==> src/rtl/irq_seq_pkg.sv <==
package irq_seq_pkg;

  parameter int unsigned BYTE_W = 8;
  parameter int unsigned ADDR_W = 2 * BYTE_W;
  parameter int unsigned MODE_W = 2;

  typedef enum logic [1:0] {
    SQ_IDLE  = 2'd0,
    SQ_FETCH = 2'd1,
    SQ_GUARD = 2'd2
  } sq_state_e;

  // Return address: step past the halt opcode when the core is parked on it.
  function automatic logic [ADDR_W-1:0] resume_addr(input logic [ADDR_W-1:0] pc,
                                                    input logic halted);
    return pc + {{(ADDR_W-1){1'b0}}, halted};
  endfunction

  // Table pointer: page register supplies the high byte, device byte the low.
  function automatic logic [ADDR_W-1:0] table_ptr(input logic [BYTE_W-1:0] page,
                                                  input logic [BYTE_W-1:0] slot);
    return {page, slot};
  endfunction

  function automatic logic mode_uses_table(input logic [MODE_W-1:0] mode);
    return mode == MODE_W'(2);
  endfunction

endpackage

==> src/rtl/irq_nmi_latch.sv <==
module irq_nmi_latch (
  input  logic clk,
  input  logic rst_n,
  input  logic nmi_req,
  input  logic consume,
  output logic fire
);
  logic nmi_q;
  logic pend;
  logic rise;

  assign rise = nmi_req & ~nmi_q;
  assign fire = pend | rise;

  always_ff @(posedge clk) begin
    if (!rst_n) begin
      nmi_q <= 1'b0;
      pend  <= 1'b0;
    end else begin
      nmi_q <= nmi_req;
      pend  <= fire & ~consume;
    end
  end


  nmi_consume_chk: assert property (@(posedge clk) disable iff (!rst_n)
    consume |=> !pend || $rose(nmi_req));

endmodule

==> src/rtl/irq_arbiter.sv <==
module irq_arbiter (
  input  logic idle,
  input  logic nmi_fire,
  input  logic irq_req,
  input  logic iff1,
  output logic accept,
  output logic sel_nmi
);
  logic take_mask;

  // NMI wins over a simultaneous maskable request.
  assign sel_nmi   = idle & nmi_fire;
  assign take_mask = idle & ~nmi_fire & irq_req & iff1;
  assign accept    = sel_nmi | take_mask;

endmodule

==> src/rtl/irq_target_calc.sv <==
module irq_target_calc
  import irq_seq_pkg::*;
#(
  parameter logic [ADDR_W-1:0] MASK_PC = 16'h0038,
  parameter logic [ADDR_W-1:0] NMI_PC  = 16'h0066
) (
  input  logic              sel_nmi,
  input  logic [MODE_W-1:0] mode,
  input  logic [BYTE_W-1:0] page,
  input  logic [BYTE_W-1:0] slot,
  output logic              use_table,
  output logic [ADDR_W-1:0] fixed_pc,
  output logic [ADDR_W-1:0] tbl_addr
);
  assign use_table = ~sel_nmi & mode_uses_table(mode);
  assign fixed_pc  = sel_nmi ? NMI_PC : MASK_PC;
  assign tbl_addr  = table_ptr(page, slot);

endmodule

==> src/rtl/irq_accept_seq.sv <==
module irq_accept_seq
  import irq_seq_pkg::*;
#(
  parameter logic [ADDR_W-1:0] MASK_PC = 16'h0038,
  parameter logic [ADDR_W-1:0] NMI_PC  = 16'h0066
) (
  input  logic              clk,
  input  logic              rst_n,
  input  logic              irq_req,
  input  logic              nmi_req,
  input  logic [BYTE_W-1:0] bus_vec,
  input  logic [MODE_W-1:0] int_mode,
  input  logic [BYTE_W-1:0] i_reg,
  input  logic [ADDR_W-1:0] pc_in,
  input  logic              halted_in,
  input  logic              iff1_in,
  input  logic              vec_rd_ack,
  input  logic [ADDR_W-1:0] vec_rd_data,
  output logic              taken,
  output logic              nmi_taken,
  output logic              push_valid,
  output logic [ADDR_W-1:0] push_data,
  output logic              clr_iff1,
  output logic              exit_halt,
  output logic              iff2_we,
  output logic              iff2_val,
  output logic              vec_rd_req,
  output logic [ADDR_W-1:0] vec_rd_addr,
  output logic              pc_load,
  output logic [ADDR_W-1:0] pc_new
);
  sq_state_e         state;
  logic              idle;
  logic              nmi_fire;
  logic              accept;
  logic              sel_nmi;
  logic              nmi_consume;
  logic              use_table;
  logic [ADDR_W-1:0] fixed_pc;
  logic [ADDR_W-1:0] tbl_addr;

  assign idle        = (state == SQ_IDLE);
  assign nmi_consume = accept & sel_nmi;

  irq_nmi_latch u_nmi (
    .clk     (clk),
    .rst_n   (rst_n),
    .nmi_req (nmi_req),
    .consume (nmi_consume),
    .fire    (nmi_fire)
  );

  irq_arbiter u_arb (
    .idle     (idle),
    .nmi_fire (nmi_fire),
    .irq_req  (irq_req),
    .iff1     (iff1_in),
    .accept   (accept),
    .sel_nmi  (sel_nmi)
  );

  irq_target_calc #(
    .MASK_PC (MASK_PC),
    .NMI_PC  (NMI_PC)
  ) u_tgt (
    .sel_nmi   (sel_nmi),
    .mode      (int_mode),
    .page      (i_reg),
    .slot      (bus_vec),
    .use_table (use_table),
    .fixed_pc  (fixed_pc),
    .tbl_addr  (tbl_addr)
  );

  always_ff @(posedge clk) begin
    if (!rst_n) begin
      state       <= SQ_IDLE;
      taken       <= 1'b0;
      nmi_taken   <= 1'b0;
      push_valid  <= 1'b0;
      push_data   <= '0;
      clr_iff1    <= 1'b0;
      exit_halt   <= 1'b0;
      iff2_we     <= 1'b0;
      iff2_val    <= 1'b0;
      vec_rd_req  <= 1'b0;
      vec_rd_addr <= '0;
      pc_load     <= 1'b0;
      pc_new      <= '0;
    end else begin
      taken      <= 1'b0;
      nmi_taken  <= 1'b0;
      push_valid <= 1'b0;
      clr_iff1   <= 1'b0;
      exit_halt  <= 1'b0;
      iff2_we    <= 1'b0;
      pc_load    <= 1'b0;
      unique case (state)
        SQ_IDLE: begin
          if (accept) begin
            taken      <= 1'b1;
            nmi_taken  <= sel_nmi;
            push_valid <= 1'b1;
            push_data  <= resume_addr(pc_in, halted_in);
            clr_iff1   <= 1'b1;
            exit_halt  <= halted_in;
            if (sel_nmi) begin
              iff2_we  <= 1'b1;
              iff2_val <= iff1_in;
            end
            if (use_table) begin
              vec_rd_req  <= 1'b1;
              vec_rd_addr <= tbl_addr;
              state       <= SQ_FETCH;
            end else begin
              pc_load <= 1'b1;
              pc_new  <= fixed_pc;
              state   <= SQ_GUARD;
            end
          end
        end
        SQ_FETCH: begin
          if (vec_rd_ack) begin
            vec_rd_req <= 1'b0;
            pc_load    <= 1'b1;
            pc_new     <= vec_rd_data;
            state      <= SQ_GUARD;
          end
        end
        SQ_GUARD: state <= SQ_IDLE;
        default:  state <= SQ_IDLE;
      endcase
    end
  end


  push_clr_chk: assert property (@(posedge clk) disable iff (!rst_n)
    push_valid |-> (clr_iff1 && taken));


  no_back2back_chk: assert property (@(posedge clk) disable iff (!rst_n)
    taken |=> !taken);


  fetch_hold_chk: assert property (@(posedge clk) disable iff (!rst_n)
    (vec_rd_req && !vec_rd_ack) |=> (vec_rd_req && $stable(vec_rd_addr)));


  table_load_chk: assert property (@(posedge clk) disable iff (!rst_n)
    (vec_rd_req && vec_rd_ack) |=> (pc_load && !vec_rd_req && !taken));


  iff2_nmi_chk: assert property (@(posedge clk) disable iff (!rst_n)
    iff2_we |-> (nmi_taken && pc_load));


  mask_gate_chk: assert property (@(posedge clk) disable iff (!rst_n)
    (taken && !nmi_taken) |-> $past(iff1_in));


  fixed_load_chk: assert property (@(posedge clk) disable iff (!rst_n)
    (taken && !vec_rd_req) |-> pc_load);

endmodule

==> config.mk <==
export PLATFORM = sky130hd
export DESIGN_NAME = irq_accept_seq
export DESIGN_NICKNAME = d
export VERILOG_FILES = /design/src/rtl/irq_seq_pkg.sv /design/src/rtl/irq_nmi_latch.sv /design/src/rtl/irq_arbiter.sv /design/src/rtl/irq_target_calc.sv /design/src/rtl/irq_accept_seq.sv
export SDC_FILE = /design/constraint.sdc
export NUM_CORES = 1
export LEC_CHECK = 0
export CAP_MARGIN = 20
export CORE_AREA = 2 2 78 65
export DETAILED_ROUTE_END_ITERATION = 10
export DIE_AREA = 0 0 80 67
export DONT_BUFFER_PORTS = 1
export GPL_ROUTABILITY_DRIVEN = 1
export PLACE_DENSITY = 0.69
export SLEW_MARGIN = 15
export SYNTH_ARGS = -nofsm -noshare
export SYNTH_HDL_FRONTEND = slang
export SYNTH_SLANG_ARGS = --single-unit
==> constraint.sdc <==
create_clock -name clk -period 3 [get_ports clk]
set_input_delay 0.6 -clock clk [delete_from_list [all_inputs] [get_ports clk]]
set_output_delay 0.6 -clock clk [all_outputs]
set_load 0.03 [all_outputs]
## Word level (Yosys, flattened, before mapping)

Index checks and enable logic that the tools add are counted.

- Register bits after elaboration: 59
- Input port bits: 57
- Output and inout port bits: 57
- Logic and storage cells: 63

- $add $sub $neg: 1
- Equal/unequal tests: 6
- Muxes and demuxes: 19
- Bitwise logic cells: 14
- Reductions and logical operators: 10

Operators with widths:

| cell | count |
|---|---|
| $mux W16 | 3 |
| $pmux W16 S2 | 1 |
| $add A16 B1 Y16 | 1 |
| $reduce_and A3 Y1 | 3 |
| $and A1 B1 Y1 | 8 |
| $mux W1 | 8 |
| $reduce_and A4 Y1 | 2 |
| $mux W7 | 1 |
| $mux W2 | 3 |
| $ne A2 B2 Y1 const B | 3 |
| $reduce_and A2 Y1 | 3 |
| $not A1 Y1 | 4 |
| $pmux W1 S2 | 2 |
| $pmux W2 S2 | 1 |
| $eq A2 B1 Y1 const B | 1 |
| $eq A2 B2 Y1 const B | 1 |
| $logic_not A2 Y1 | 1 |
| $ne A2 B1 Y1 const B | 1 |
| $or A1 B1 Y1 | 2 |
| $reduce_bool A2 Y1 | 1 |

## Depth between registers and ports, before layout

- Word-level depth: 11
- Depth in mapped cells: 6
- Depth with buffers taken out: 6

## Modules after synthesis

A second synthesis with hierarchy kept.

- Cells, all modules: 316
- Area total of the unflattened synthesis: 2817.7 µm²

Modules (own cells, without submodules):

| module | times used | cells each | area an instance (µm²) |
|---|---|---|---|
| irq_accept_seq | 1 | 271 | 2462.4 |
| irq_target_calc | 1 | 35 | 256.5 |
| irq_nmi_latch | 1 | 7 | 81.3 |
| irq_arbiter | 1 | 3 | 17.5 |

## Least setup slack after synthesis

OpenSTA, ideal clock, no wires.

- Path type: input-to-reg
- Start: input port pc_in[0]
- End: register push_data[10]
- Setup time: 0.132 ns
- Arrival: 1.689 ns
- Required time: 2.868 ns
- Slack: 1.179 ns
- Stages: 6
- Path buffers: 0
- Cells stage by stage: ha_1 > ha_1 > nand4_1 > or3_1 > xor2_1 > a21oi_1

- Word-level cells in the longest chain between the ends: 1

Ends and longest elaborated chain:

| item | line | text |
|---|---|---|
| start: declaration | irq_accept_seq.sv:14 | `input logic [ADDR_W-1:0] pc_in,` |
| $add A16 B1 Y16 | irq_seq_pkg.sv:16 | `return pc + {{(ADDR_W-1){1'b0}}, halted};` |
| end signal: assignment | irq_accept_seq.sv:104 | `push_data <= resume_addr(pc_in, halted_in);` |
| end: declaration | irq_accept_seq.sv:22 | `output logic [ADDR_W-1:0] push_data,` |

Every way passes these cells.
A chain may end at the register's enable or synchronous reset.

## Worst setup path after layout

- Start: register state[0]
- End: register pc_new[3]

- Word-level cells in the longest chain between the ends: 7
- Elaborated cells on any way between the ends: 18
- Those cells by class: 4 x eq/ne; 4 x mux; 7 x bitwise; 3 x reduce/logical

Ends and longest elaborated chain:

| item | line | text |
|---|---|---|
| start: declaration | irq_accept_seq.sv:32 | `sq_state_e state;` |
| start signal: assignment | irq_accept_seq.sv:77 | `state <= SQ_IDLE;` |
| start signal: assignment | irq_accept_seq.sv:114 | `state <= SQ_FETCH;` |
| start signal: assignment | irq_accept_seq.sv:118 | `state <= SQ_GUARD;` |
| $logic_not A2 Y1 | irq_accept_seq.sv:42, irq_accept_seq.sv:98 |  |
| $and A1 B1 Y1 (3 in a row) | irq_arbiter.sv:13 | `assign take_mask = idle & ~nmi_fire & irq_req & iff1;` |
| $or A1 B1 Y1 | irq_arbiter.sv:14 | `assign accept = sel_nmi \| take_mask;` |
| $ne A2 B2 Y1 (no source line) | n/a |  |
| $reduce_and A4 Y1 (no source line) | n/a |  |
| end signal: assignment | irq_accept_seq.sv:117 | `pc_new <= fixed_pc;` |
| end signal: assignment | irq_accept_seq.sv:126 | `pc_new <= vec_rd_data;` |
| end: declaration | irq_accept_seq.sv:30 | `output logic [ADDR_W-1:0] pc_new` |

Parallel ways exist; a longest one is shown, timed or not. The select of a mux whose other input is x is not followed.

==> results by group <==
Outcome
  • Status: finished, final reports clean

Timing
  • Setup Viol. Count Final: 0
  • Fin. max-slew vios: 0
  • Final Hold Viols: 0
  • Slew @ Worst Pin: 0.8506 ns
  • Final setup TNS: 0 ns
  • Worst slew margin: ~43%
  • Clk_skew: approximately 0.0050 ns
  • Max Clock Freq: between 400 and 500 MHz
  • Fin crit share: a little over two thirds
  • Unrepaired setup endpoints after global routing: false
  • Minimum clock period: ~2.1 ns

Critical path
  • Crit path DAT: about 2.4 ns
  • CP top delay family: compound AO/OA/AOI/OAI gates
  • Worst path bufs/invs: 0
  • Req. time, crit path: between 3 and 4 ns
  • Maximum fanout along the worst path: 24
  • Crit. End Element: flip-flop
  • CP max stage delay: slightly above 0.7 ns
  • Worst-path cell chain: or2_1 > a21oi_4 > o31ai_4 > mux2i_1
  • Crit Path Class: flip-flop to flip-flop
  • Crit start category: flip-flop
  • Critical path's slowest cell: o31ai_4

Clocking
  • CTS buffer count: 9
  • Clock sink total: 58
  • Cts hold-fix bufs: 0
  • Clock slew at reported path FFs: roughly 0.060 ns
  • Skew-Pair Late Insertion Delay: approximately 0.33 ns
  • Resized cells post-CTS: 0
  • H-tree depth: 3
  • Clock buffer depth: 2
  • Root buffer cell: clkbuf_8
  • Setup Buffers After CTS: 0
  • CTS tree: built

Floorplanning
  • CORE AREA: about 4500 um^2
  • Die Wd: around 80 um
  • Num ports: roughly 110
  • FP Rows: 22
  • Die Height: ~67 um
  • Die area: between 5000 and 6000 um^2
  • Starting Density: 54.66%

Finish
  • Final #Nets: 320
  • Fin area: about 2600 um^2
  • Multi-input logic area: about 1200 um^2
  • Fillers: roughly 420
  • Layout Cells excl Fill: about 330
  • Layout area overhead: 6.542%
  • Share of layout cells above drive strength 1: a little under a tenth
  • ANT cells: 0
  • Register Area: approximately 1200 um^2

Placement
  • Port Buffers: 0
  • DP Wirelength: 3.923 mm
  • Inst Count DP: between 300 and 400
  • GPL Wtd Cong: 0.8625
  • Dpl cell area: between 2000 and 2500 um^2

Detailed routing
  • DRC: 0
  • Routed wire length: ~5.6 mm
  • Pre-antenna DRT Iters: 4
  • Post-route ant nets: 0
  • DRT iter0 DRCs: 119
  • WL per Instance: 17.15 um
  • Via count: a little under 2,000
  • DR vias/cell: roughly 6

Global routing
  • Gr usage total: a little over a fifth
  • Initial antenna violation count: 0
  • Largest net degree at the start of global routing: between 40 and 50
  • Vias in the first global route: about 1,800
  • Overflow left after global routing: 0
  • First-pass GRT wire length: about 8.7 mm

Yosys
  • Asr flop ratio synth: 0%
  • Syn Area/Cell: 9.172 um^2
  • Synth warnings: 0
  • FF+latch count, synth: 58
  • Syn Nets: 328
  • Cell Area, Synth: 2467 um^2
  • Post-synthesis sequential area ratio: between 40% and 50%
  • Distinct cells, synth: 41
  • Synth Flop Type: dfxtp_1
  • Number of synthesized flops with an enable pin: 0
  • Post-Syn Instances: around 270

Power
  • Switch Pwr: around 0.0005 W
  • LEAKAGE: 0.9622 nW
  • Logic pwr share: about 8.9%
  • Overall power: around 0.0018 W
  • P per Cell Area: between 600 and 700 nW/um^2
  • Pint: 0.001259 W
  • Clk pwr share: between 30% and 40%
  • VDD IR-drop max: roughly 0.32 mV
  • Sw Ratio: 28.97%
  • Flop pwr share: between 50% and 60%

Min path
  • HP Class: input pin to flip-flop

Run
  • Max-Cap Viols: 0
state kept, by name, summed over array words and instances, names as in the netlist:
name	flops
clr_iff1	1
exit_halt	1
iff2_val	1
nmi_taken	1
pc_load	1
pc_new	16
push_data	16
state	2
u_nmi.nmi_q	1
u_nmi.pend	1
vec_rd_addr	16
vec_rd_req	1
cells by family (layout without fill, tap and decap cells):
| logic type | count (synthesis) | in the layout | synth area share (%) |
|---|---|---|---|
| compound gates | 87 | 87 | 23.17 |
| simple gates | 76 | 76 | 16.13 |
| flops | 58 | 58 | 47.06 |
| buf+inv | 27 | 23 | 5.527 |
| xor+xnor | 12 | 12 | 4.260 |
| mux | 7 | 7 | 2.840 |
| fa+ha+maj | 2 | 2 | 1.014 |
per-stage QoR:
step,worst slack [ns],utilization (%),hold slack (ns)
final,0.8964,58.23,0.3933
after global routing,0.7206,58.23,0.3740
after CTS,0.8742,58.23,0.3789
after detailed placement,0.8958,54.05,0.6070
after global placement,0.9341,54.05,0.5850
after floorplan,1.179,-,0.5336
cell usage after synthesis (2+ instances only):
library cell	count	area share (%)
mux2i_1	7	2.8
xor2_1	5	1.8
a211oi_1	4	1.2
a32o_2	4	1.8
nor2b_1	2	0.51
xnor2_1	7	2.5
ha_1	2	1.0
nor4_1	2	0.51
o211ai_1	2	0.61
buf_2	3	0.61
o311a_1	2	0.81
o21ai_0	33	6.7
dfxtp_1	58	47
or3_1	5	1.3
nor3_1	3	0.61
nand2_1	12	1.8
and2_1	5	1.3
nand3_1	22	4.5
clkbuf_1	10	1.5
nor2_1	13	2.0
buf_4	4	1.2
a31oi_1	2	0.51
nand4_1	5	1.3
and3_1	2	0.51
buf_6	2	0.91
a21oi_1	28	5.7
inv_1	6	0.91
a32o_1	6	2.4
worst register-to-register path, delay by kind of cell (launching register included):
| family | cells | cell delay [ns] |
|---|---|---|
| AO/OA/AOI/OAI | 2 | 0.89 |
| flip-flops | 1 | 0.49 |
| multiplexers | 1 | 0.28 |
| AND/OR/NAND/NOR | 1 | 0.38 |
layer usage:
| metal | GRT usage [%] | up-vias | share of wire [%] |
|---|---|---|---|
| li1 | - | 955 | - |
| met1 | 25.84 | 861 | 43 |
| met2 | 32.40 | 98 | 42 |
| met3 | 12.33 | 9 | 13 |
| met4 | 7.839 | 0 | 1.4 |
| met5 | 0 | - | 0 |
path summary, 6_finish.rpt:
check	from	endpoint	slack, ns	depth (start not counted)
worst max-delay path	state[0]$_SDFFE_PN0P_	pc_new[3]$_SDFFE_PN0P_	0.90	4
worst min-delay path	nmi_req	u_nmi.nmi_q$_SDFF_PN0_	0.39	1
worst max register to register	state[0]$_SDFFE_PN0P_	pc_new[3]$_SDFFE_PN0P_	0.90	4
worst min register to register	pc_new[5]$_SDFFE_PN0P_	pc_new[5]$_SDFFE_PN0P_	0.61	2
area by class of cell:
type	instances	area share [%]
tap	60	2.856
clock inverter	2	0.3808
sequential	58	44.17
multi-input combinational	184	44.50
inverter	7	0.9995
timing repair buffer	1	0.2856
clock buffer	13	6.806
cell usage in the layout, fill, tap and decap left out, types with 2 or more instances in the layout:
cell type / instances
a211oi_1: 4
nand3_1: 22
o21ai_0: 33
mux2i_1: 7
inv_1: 6
a32o_1: 6
o311a_1: 2
o211ai_1: 2
nand2_1: 12
nor3_1: 3
nand4_1: 5
nor2_1: 13
and2_1: 5
or3_1: 5
a32o_2: 4
ha_1: 2
clkbuf_8: 13
a31oi_1: 2
nor2b_1: 2
a21oi_1: 28
xnor2_1: 7
and3_1: 2
clkinv_2: 2
xor2_1: 5
nor4_1: 2
dfxtp_1: 58
power groups by stage:
| stage | Combinational, W | Clock (W) | Sequential (W) |
|---|---|---|---|
| global placement | 0.000154 | 0 | 0.000964 |
| finish | 0.000157 | 0.000668 | 0.000948 |
| detailed placement | 0.000159 | 0 | 0.000965 |
| floorplan | 0.000162 | 0 | 0.000947 |
| global route | 0.000179 | 0.000725 | 0.000954 |
| CTS | 0.000159 | 0.000687 | 0.000948 |
(Power assumes the default switching activity.)
